<file path="config.mk">
export PLATFORM = sky130hd
export DESIGN_NAME = wr_credit_alloc
export DESIGN_NICKNAME = d
export VERILOG_FILES = /design/src/rtl/wr_credit_pkg.sv /design/src/rtl/wr_credit_thr_cfg.sv /design/src/rtl/wr_credit_admit.sv /design/src/rtl/wr_credit_counter.sv /design/src/rtl/wr_credit_alloc.sv
export SDC_FILE = /design/constraint.sdc
export NUM_CORES = 1
export LEC_CHECK = 0
export ABC_AREA = 1
export BUFFER_PORTS_ARGS = -buffer_cell sky130_fd_sc_hd__buf_2
export CAP_MARGIN = 20
export CELL_PAD_IN_SITES_DETAIL_PLACEMENT = 0
export CELL_PAD_IN_SITES_GLOBAL_PLACEMENT = 1
export CORE_MARGIN = 4
export CORE_UTILIZATION = 30
export CTS_BUF_LIST = sky130_fd_sc_hd__clkbuf_2
export CTS_CLUSTER_SIZE = 25
export DETAILED_ROUTE_END_ITERATION = 6
export PLACE_DENSITY = 0.86
export SLEW_MARGIN = 40
export SYNTH_ARGS = -nofsm -noshare
export SYNTH_HDL_FRONTEND = slang
export SYNTH_SLANG_ARGS = --single-unit
</file>
<file path="constraint.sdc">
create_clock -name clk -period 2.9 [get_ports clk]
set_clock_uncertainty 0.15 [all_clocks]
set_input_delay 0.145 -clock clk [delete_from_list [all_inputs] [get_ports clk]]
set_output_delay 0.145 -clock clk [all_outputs]
set_load 0.05 [all_outputs]
</file>
<file path="src/rtl/wr_credit_pkg.sv">
package wr_credit_pkg;

    typedef enum logic [1:0] {
        PRIO_NORMAL = 2'd0,
        PRIO_HIGH   = 2'd1,
        PRIO_CRIT   = 2'd2,
        PRIO_CRIT_X = 2'd3
    } prio_e;

    // field positions in the configuration word
    localparam int HI_FIELD_LSB = 8;
    localparam int CR_FIELD_LSB = 0;
    localparam int CFG_WORD_W   = 32;

endpackage

</file>
<file path="src/rtl/wr_credit_thr_cfg.sv">
module wr_credit_thr_cfg #(
    parameter int POOL     = 32,
    parameter int THR_W    = 5,
    parameter int HIGH_MAX = 30,
    parameter int HIGH_RST = 4,
    parameter int CRIT_RST = 3
) (
    input  logic             clk,
    input  logic             rst_n,
    input  logic             wr_en,
    input  logic [THR_W-1:0] wr_high,
    input  logic [THR_W-1:0] wr_crit,
    output logic [THR_W-1:0] high_q,
    output logic [THR_W-1:0] crit_q,
    output logic             err_q
);

    typedef struct packed {
        logic [THR_W-1:0] high;
        logic [THR_W-1:0] crit;
        logic             err;
    } cfg_t;

    cfg_t cur_q, nxt_d;
    logic legal;

    always_comb begin
        legal = (wr_high >= wr_crit)
             && (int'(wr_high) <= HIGH_MAX)
             && (int'(wr_high) < POOL)
             && (int'(wr_crit) < POOL);
        nxt_d = cur_q;
        if (wr_en) begin
            if (legal) begin
                nxt_d.high = wr_high;
                nxt_d.crit = wr_crit;
            end else begin
                nxt_d.err = 1'b1;
            end
        end
    end

    always_ff @(posedge clk or negedge rst_n) begin
        if (!rst_n) begin
            cur_q.high <= THR_W'(HIGH_RST);
            cur_q.crit <= THR_W'(CRIT_RST);
            cur_q.err  <= 1'b0;
        end else begin
            cur_q <= nxt_d;
        end
    end

    assign high_q = cur_q.high;
    assign crit_q = cur_q.crit;
    assign err_q  = cur_q.err;


    thr_order_chk: assert property (@(posedge clk) disable iff (!rst_n)
        high_q >= crit_q);


    reject_keep_chk: assert property (@(posedge clk) disable iff (!rst_n)
        wr_en && !legal |=> $stable(high_q) && $stable(crit_q));


    cfg_err_sticky_chk: assert property (@(posedge clk) disable iff (!rst_n)
        err_q |=> err_q);

endmodule

</file>
<file path="src/rtl/wr_credit_admit.sv">
module wr_credit_admit
    import wr_credit_pkg::*;
#(
    parameter int THR_W = 5,
    parameter int CNT_W = 6
) (
    input  logic             req_valid,
    input  logic [1:0]       req_prio,
    input  logic [CNT_W-1:0] free_cnt,
    input  logic [THR_W-1:0] high_thr,
    input  logic [THR_W-1:0] crit_thr,
    output logic             grant
);

    logic [CNT_W-1:0] floor_lvl;
    logic             above;

    always_comb begin
        unique case (prio_e'(req_prio))
            PRIO_NORMAL: floor_lvl = CNT_W'(high_thr);
            PRIO_HIGH:   floor_lvl = CNT_W'(crit_thr);
            default:     floor_lvl = '0;
        endcase
        above = free_cnt > floor_lvl;
        grant = req_valid && above;
    end

endmodule

</file>
<file path="src/rtl/wr_credit_counter.sv">
module wr_credit_counter #(
    parameter int POOL  = 32,
    parameter int CNT_W = 6
) (
    input  logic             clk,
    input  logic             rst_n,
    input  logic             take,
    input  logic             give,
    output logic [CNT_W-1:0] free_q,
    output logic             ovf_q
);

    localparam logic [CNT_W-1:0] FULL = CNT_W'(POOL);

    typedef struct packed {
        logic [CNT_W-1:0] free;
        logic             ovf;
    } cnt_t;

    cnt_t cur_q, nxt_d;

    always_comb begin
        nxt_d = cur_q;
        if (take && !give) begin
            nxt_d.free = cur_q.free - 1'b1;
        end else if (give && !take) begin
            if (cur_q.free == FULL) nxt_d.ovf = 1'b1;
            else                    nxt_d.free = cur_q.free + 1'b1;
        end
    end

    always_ff @(posedge clk or negedge rst_n) begin
        if (!rst_n) begin
            cur_q.free <= FULL;
            cur_q.ovf  <= 1'b0;
        end else begin
            cur_q <= nxt_d;
        end
    end

    assign free_q = cur_q.free;
    assign ovf_q  = cur_q.ovf;


    free_le_pool_chk: assert property (@(posedge clk) disable iff (!rst_n)
        free_q <= FULL);


    take_dec_chk: assert property (@(posedge clk) disable iff (!rst_n)
        take && !give |=> free_q == $past(free_q) - 1'b1);


    both_hold_chk: assert property (@(posedge clk) disable iff (!rst_n)
        take && give |=> $stable(free_q));


    no_empty_take_chk: assert property (@(posedge clk) disable iff (!rst_n)
        take |-> free_q != '0);


    ovf_sticky_chk: assert property (@(posedge clk) disable iff (!rst_n)
        ovf_q |=> ovf_q);

endmodule

</file>
<file path="src/rtl/wr_credit_alloc.sv">
module wr_credit_alloc
    import wr_credit_pkg::*;
#(
    parameter int POOL     = 32,
    parameter int THR_W    = 5,
    parameter int HIGH_MAX = 30,
    parameter int HIGH_RST = 4,
    parameter int CRIT_RST = 3,
    parameter int CNT_W    = $clog2(POOL + 1)
) (
    input  logic                  clk,
    input  logic                  rst_n,
    input  logic                  req_valid,
    input  logic [1:0]            req_prio,
    output logic                  req_grant,
    input  logic                  crd_release,
    input  logic                  cfg_we,
    input  logic [CFG_WORD_W-1:0] cfg_wdata,
    output logic [THR_W-1:0]      high_thr,
    output logic [THR_W-1:0]      crit_thr,
    output logic [THR_W-1:0]      iso_entry_thr,
    output logic [CNT_W-1:0]      free_count,
    output logic                  config_error,
    output logic                  overflow_error
);

    localparam logic [THR_W-1:0] THR_ALL = '1;

    logic [THR_W-1:0] wr_high, wr_crit;
    logic             unused_cfg;

    assign wr_high    = cfg_wdata[HI_FIELD_LSB +: THR_W];
    assign wr_crit    = cfg_wdata[CR_FIELD_LSB +: THR_W];
    assign unused_cfg = ^cfg_wdata;

    wr_credit_thr_cfg #(
        .POOL(POOL), .THR_W(THR_W), .HIGH_MAX(HIGH_MAX),
        .HIGH_RST(HIGH_RST), .CRIT_RST(CRIT_RST)
    ) u_cfg (
        .clk(clk), .rst_n(rst_n), .wr_en(cfg_we),
        .wr_high(wr_high), .wr_crit(wr_crit),
        .high_q(high_thr), .crit_q(crit_thr), .err_q(config_error)
    );

    wr_credit_admit #(.THR_W(THR_W), .CNT_W(CNT_W)) u_admit (
        .req_valid(req_valid), .req_prio(req_prio), .free_cnt(free_count),
        .high_thr(high_thr), .crit_thr(crit_thr), .grant(req_grant)
    );

    wr_credit_counter #(.POOL(POOL), .CNT_W(CNT_W)) u_cnt (
        .clk(clk), .rst_n(rst_n), .take(req_grant), .give(crd_release),
        .free_q(free_count), .ovf_q(overflow_error)
    );

    assign iso_entry_thr = THR_ALL - crit_thr;


    normal_floor_chk: assert property (@(posedge clk) disable iff (!rst_n)
        req_grant && req_prio == 2'd0 |-> free_count > CNT_W'(high_thr));


    high_floor_chk: assert property (@(posedge clk) disable iff (!rst_n)
        req_grant && req_prio == 2'd1 |-> free_count > CNT_W'(crit_thr));

endmodule

</file>
# After elaboration in Yosys (flattened, before gate mapping)
# Cells that the tools add are included.
[totals]
regBits = 18
latchBits = 0
mem_bits_rw = 0
romBits = 0
output_inout_bits = 24
mem_count = 0
[op_classes]
addsub = 3
mul = 0
div_mod_pow = 0
order_cmp = 3
eq_ne = 3
shift = 0
muxes = 5
bitwise = 2
reduce_logical = 12
[op_table]
columns = ["cell", "n"]
rows = [
  ["two-way mux 6 bit", 2],
  ["one-hot mux 5 bit (2 select lines)", 1],
  ["two-way mux 7 bit", 1],
  ["adder 6 x 1 -> 6 bit, second input constant", 1],
  ["== test 6 bit, second input constant", 1],
  ["greater-than comparator 6 x 5 -> 1 bit", 1],
  ["AND reduction 2 bit", 3],
  ["subtractor 6 x 1 -> 6 bit, second input constant", 1],
  [">= comparator 5 bit", 1],
  ["less-or-equal comparator 5 bit, second input constant", 1],
  ["subtractor 5 bit, first input constant", 1],
  ["logical AND 1 bit", 4],
  ["AND reduction 3 bit", 1],
  ["== test 2 x 1 -> 1 bit, second input constant", 1],
  ["logical NOT 1 bit", 2],
  ["logical NOT 2 bit", 1],
  ["!= test 2 x 1 -> 1 bit, second input constant", 1],
  ["NOT 1 bit", 2],
  ["nonzero test 2 bit", 1],
  ["two-way mux 1 bit", 1],
]

# Longest topological paths before layout
[depth]
word_depth = 8
mapped_depth = 18
depth_no_buf = 18

# Cells and area by module
# A second synthesis with hierarchy kept.
[unflattened]
cells_unflattened = 211
hier_area_um2 = 1520.2
[by_module_without_submodules]
columns = ["module", "n_inst", "cells_per_inst", "area_per_inst_um2", "seq_area_each_um2"]
rows = [
  ["wr_credit_counter", 1, 84, 624.3, 176.4],
  ["wr_credit_thr_cfg", 1, 73, 606.8, 279.0],
  ["wr_credit_admit", 1, 49, 270.3, 0.0],
  ["wr_credit_alloc", 1, 5, 18.8, 0.0],
]

# Worst setup path before layout
# Ideal clock, no wire load.
[synth_path]
path_kind = "reg-to-reg"
start = "register u_cfg.cur_q, in the netlist u_cfg.crit_q[4]"
end = "register u_cnt.cur_q, in the netlist u_cnt.free_q[4]"
setup_ps = 120
arrival_ps = 3603
t_required_ps = 2630
path_slack_ps = -974
path_stages_with_launch = 17
path_buffers = 0
period_less_slack_ps = 3874
path_cell_list = "dfrtp_1 -> inv_1 -> o22ai_1 -> inv_1 -> ha_1 -> inv_1 -> nor3_1 -> o21ai_0 -> a21oi_1 -> ha_1 -> inv_1 -> nand2_2 -> inv_1 -> nand3_1 -> nand2_1 -> nand2_1 -> o21ai_2"
[synth_between]
elab_chain_cells = 7
elab_cells_between_ends = 10
classes_between = "order compare: 1; eq/ne: 1; mux: 2; reduce/logical: 6"
[synth_rtl]
columns = ["element", "line_no", "source"]
rows = [
  ["start, declared", "wr_credit_thr_cfg.sv:24", "cfg_t cur_q, nxt_d;"],
  ["start signal, assigned", "wr_credit_thr_cfg.sv:49", "cur_q <= nxt_d;"],
  ["one-hot mux 5 bit (2 select lines) (*)", "wr_credit_admit.sv:19", "unique case (prio_e'(req_prio))"],
  ["greater-than comparator 6 x 5 -> 1 bit (*)", "wr_credit_admit.sv:24", "above = free_cnt > floor_lvl;"],
  ["logical AND 1 bit (*)", "wr_credit_admit.sv:25", "grant = req_valid && above;"],
  ["named net req_grant", "wr_credit_alloc.sv:15", "output logic req_grant,"],
  ["logical NOT 1 bit", "wr_credit_counter.sv:26", "end else if (give && !take) begin"],
  ["logical AND 1 bit", "wr_credit_counter.sv:26", ""],
  ["nonzero test 2 bit (no source line)", "-", ""],
  ["AND reduction 2 bit (no source line)", "-", ""],
  ["end signal, assigned", "wr_credit_counter.sv:37", "cur_q <= nxt_d;"],
  ["end, declared", "wr_credit_counter.sv:20", "cnt_t cur_q, nxt_d;"],
]
# The timed path passes the listed nets; every way through them passes the cells marked *.
# A chain may end at the register's enable or synchronous reset.

# Worst setup path after layout
[layout_path]
start = "register u_cfg.cur_q, in the netlist u_cfg.high_q[2]"
end = "register u_cnt.cur_q, in the netlist u_cnt.free_q[2]"
[layout_between]
elab_chain_cells = 7
elab_cells_between_ends = 10
classes_between = "order compare: 1; eq/ne: 1; mux: 2; reduce/logical: 6"
[layout_rtl]
columns = ["element", "line_no"]
rows = [
  ["one-hot mux 5 bit (2 select lines) (*)", "wr_credit_admit.sv:19"],
  ["greater-than comparator 6 x 5 -> 1 bit (*)", "wr_credit_admit.sv:24"],
  ["logical AND 1 bit (*)", "wr_credit_admit.sv:25"],
  ["logical NOT 1 bit", "wr_credit_counter.sv:26"],
  ["logical AND 1 bit", "wr_credit_counter.sv:26"],
  ["nonzero test 2 bit (no source line)", "-"],
  ["AND reduction 2 bit (no source line)", "-"],
]
# Mark *: on every way between the ends. The rest lies on a longest branch, timed or not.

==> results.py <==
metrics = {
    "timing": {
        "rsz0062_at_grt": "false",
        "max_freq_mhz": 385,
        "period_share_pct": 89.6,
        "hold_violations": 0,
        "drv_slew": 0,
        "tightest_slew_ns": 0.422,
        "finalSetupViolCount": 0,
        "timing.slew.headroom_pct": 71.8,
        "min_period_ns": 2.60,
    },
    "logic_synthesis": {
        "syn_avg_cell_area_sq_um": 7.39,
        "ys_types": 30,
        "syn_nets": 250,
        "syn-cell-area_sq_um": 1450,
        "synth_top_flop_cell": "dfrtp_1",
        "async_reset_ff_share_pct": 100,
        "synth_edf_count": 0,
        "seq_area_frac_synth_pct": 31.5,
        "yosysWarnings": 0,
        "synth_seq_cells": 18,
        "synth_cells": 196,
    },
    "worst_setup_path": {
        "crit_arrival_ns": 2.67,
        "crit_required_ns": 2.97,
        "start_kind": "register",
        "worst-path-max-fanout": 7,
        "endpoint_kind": "register",
        "critPathKind": "reg -> reg",
    },
    "routing": {
        "ant_nets": 0,
        "wirelength_microns": 3560,
        "drtPass1Iterations": 4,
        "drt-initial-drc-count": 40,
        "num_vias": 1402,
        "drc": 0,
        "wl_per_cell_microns": 11.6,
        "via_per_inst": 4.57,
    },
    "placement": {
        "dp_hpwl_microns": 2820,
        "port_buffers": 40,
        "gp_congestion": 0.792,
        "placed_cell_area_sq_um": 1740,
    },
    "clock_tree": {
        "htree_levels": 1,
        "cts_buffer_depth": 2,
        "clkLatencyLatePin_ns": 0.31,
        "numClockSinks": 18,
        "root_buffer": "clkbuf_2",
        "cts_resized": 0,
        "cts_setup_buffers": 0,
        "cts.clk_slew.worst_paths_ns": 0.19,
        "tritoncts": "yes",
        "numCtsBuffers": 3,
        "cts_hold_buf": 16,
    },
    "finish": {
        "areaGrowthSynthToFinish_pct": 32.8,
        "fin_util_pct": 41.0,
        "fin_nets": 308,
        "regArea_sq_um": 459,
        "fillers": 485,
        "final_cell_mix": "55 x nand2_1, 40 x buf_2, 34 x inv_1",
        "multi_input_area_sq_um": 842,
        "drive_above_1_share_pct": 29.2,
        "antenna_cells": 0,
        "stdcell_area_sq_um": 1920,
        "layout_commonest_cell": "nand2_1",
    },
    "pwr": {
        "power_density_nw_per_um2": 905,
        "power.leakage_nw": 1.01,
        "power_mw": 1.74,
        "peakVddDrop_mv": 0.289,
    },
    "grt": {
        "grt_pass1_wl_microns": 6080,
        "grt_max_degree": 19,
        "antenna_found_initial": 0,
        "overflow": 0,
        "gr-usage-all-layers_pct": 12.4,
        "grt_pass1_vias": 1398,
    },
    "min_path": {
        "hold_class": "in -> async",
    },
    "floorplanning": {
        "start_util_pct": 30.9,
        "fp.dieW_microns": 77.5,
        "ioPinCount": 63,
        "rows": 25,
        "dieArea_sq_um": 6000,
        "coreArea_sq_um": 4690,
        "die_h_microns": 77.5,
    },
    "flow_run": {
        "maxCapViolations": 0,
    },
    "status": {
        "status": "complete, no violations",
    },
}
cells by family after synthesis:
group                      after synthesis  synth area share [%]
xor gates and xnor gates                 2                  1.21
and+or+nand+nor                         95                  32.7
AOI/OAI and AO/OA                       22                  8.73
DFF                                     18                  31.5
buffers and inverters                   44                  13.0
adders and majority gates               15                  13.0
through the flow:
stage | setup TNS, ns | cells | setup slack [ns] | hold WS, ns
global route | 0 | 307 | 0.0630 | 0.115
floorplan | -0.387 | 196 | -0.116 | -0.301
CTS | 0 | 307 | 0.274 | 0.115
detailed placement | 0 | 287 | 0.236 | -0.0435
global placement | 0 | 287 | 0.280 | -0.0542
finish | 0 | 307 | 0.301 | 0.108
final cells by class:
type / count / share of cell area, %
Tap cell: 54 / 3.51
Clock inverter: 1 / 0.195
Clock buffer: 3 / 0.781
Sequential cell: 18 / 23.9
Timing Repair Buffer: 58 / 19.5
Inverter: 39 / 8.33
Multi-Input combinational cell: 134 / 43.8
metal layers:
layer  vias to the layer above  share of wire [%]  global-route usage, %
met2                        29                 53                   24.4
met1                       619                 42                   13.2
met4                         0               0.59                   3.20
met3                         2                4.2                   2.67
li1                        752                  -                      -
met5                         -                  0                      0
worst max-delay path: stages, from the launching register on:
cell and delay, ns:
dfstp_2 0.58, inv_1 0.04, o22ai_1 0.12, inv_1 0.06, ha_1 0.27, nand2_1 0.06, nor3_2 0.18, nand3_1 0.15
nand2_1 0.13, a21oi_4 0.05, ha_4 0.20, nor2_4 0.10, nand4_4 0.11, nand2_4 0.13, inv_4 0.06, nand2_1 0.08
o21ai_2 0.05
final timing paths:
kind,startpoint,endpoint,slack [ns],cells after the start
hold / removal,rst_n,u_cnt.free_q[0],0.11,2
setup reg to reg,u_cfg.high_q[2],u_cnt.free_q[2],0.30,16
setup / recovery,u_cfg.high_q[2],u_cnt.free_q[2],0.30,16
min in group clk,crd_release,u_cnt.ovf_q,0.13,4
hold reg to reg,u_cfg.err_q,u_cfg.err_q,0.34,2
max in group asynchronous,rst_n,u_cfg.crit_q[1],2.16,2
sequential cells by signal, summed over array words and instances, names as in the netlist:
register / count
u_cnt.ovf_q: 1
u_cfg.crit_q: 5
u_cnt.free_q: 6
u_cfg.err_q: 1
u_cfg.high_q: 5
synth_stat cells, types with 3 or more instances:
cell type,number,area (sq um)
nand2_1,55,206
inv_1,37,139
ha_1,15,188
dfrtp_1,14,350
nand4_1,12,75.1
nand3_1,10,50.1
o21ai_0,7,35.0
a21oi_1,5,25.0
nor2_1,5,18.8
o22ai_1,5,31.3
dfstp_2,4,105
nor2_4,3,33.8
where the power goes:
part	switching, mW	total [mW]	leakage (nW)	internal [mW]
clock	0.0839	0.114	0.0140	0.0300
combinational	0.844	1.21	0.782	0.364
sequential	0.0864	0.419	0.213	0.332
total	1.01	1.74	1.01	0.726
No activity file was read; power rests on OpenSTA's default activity.
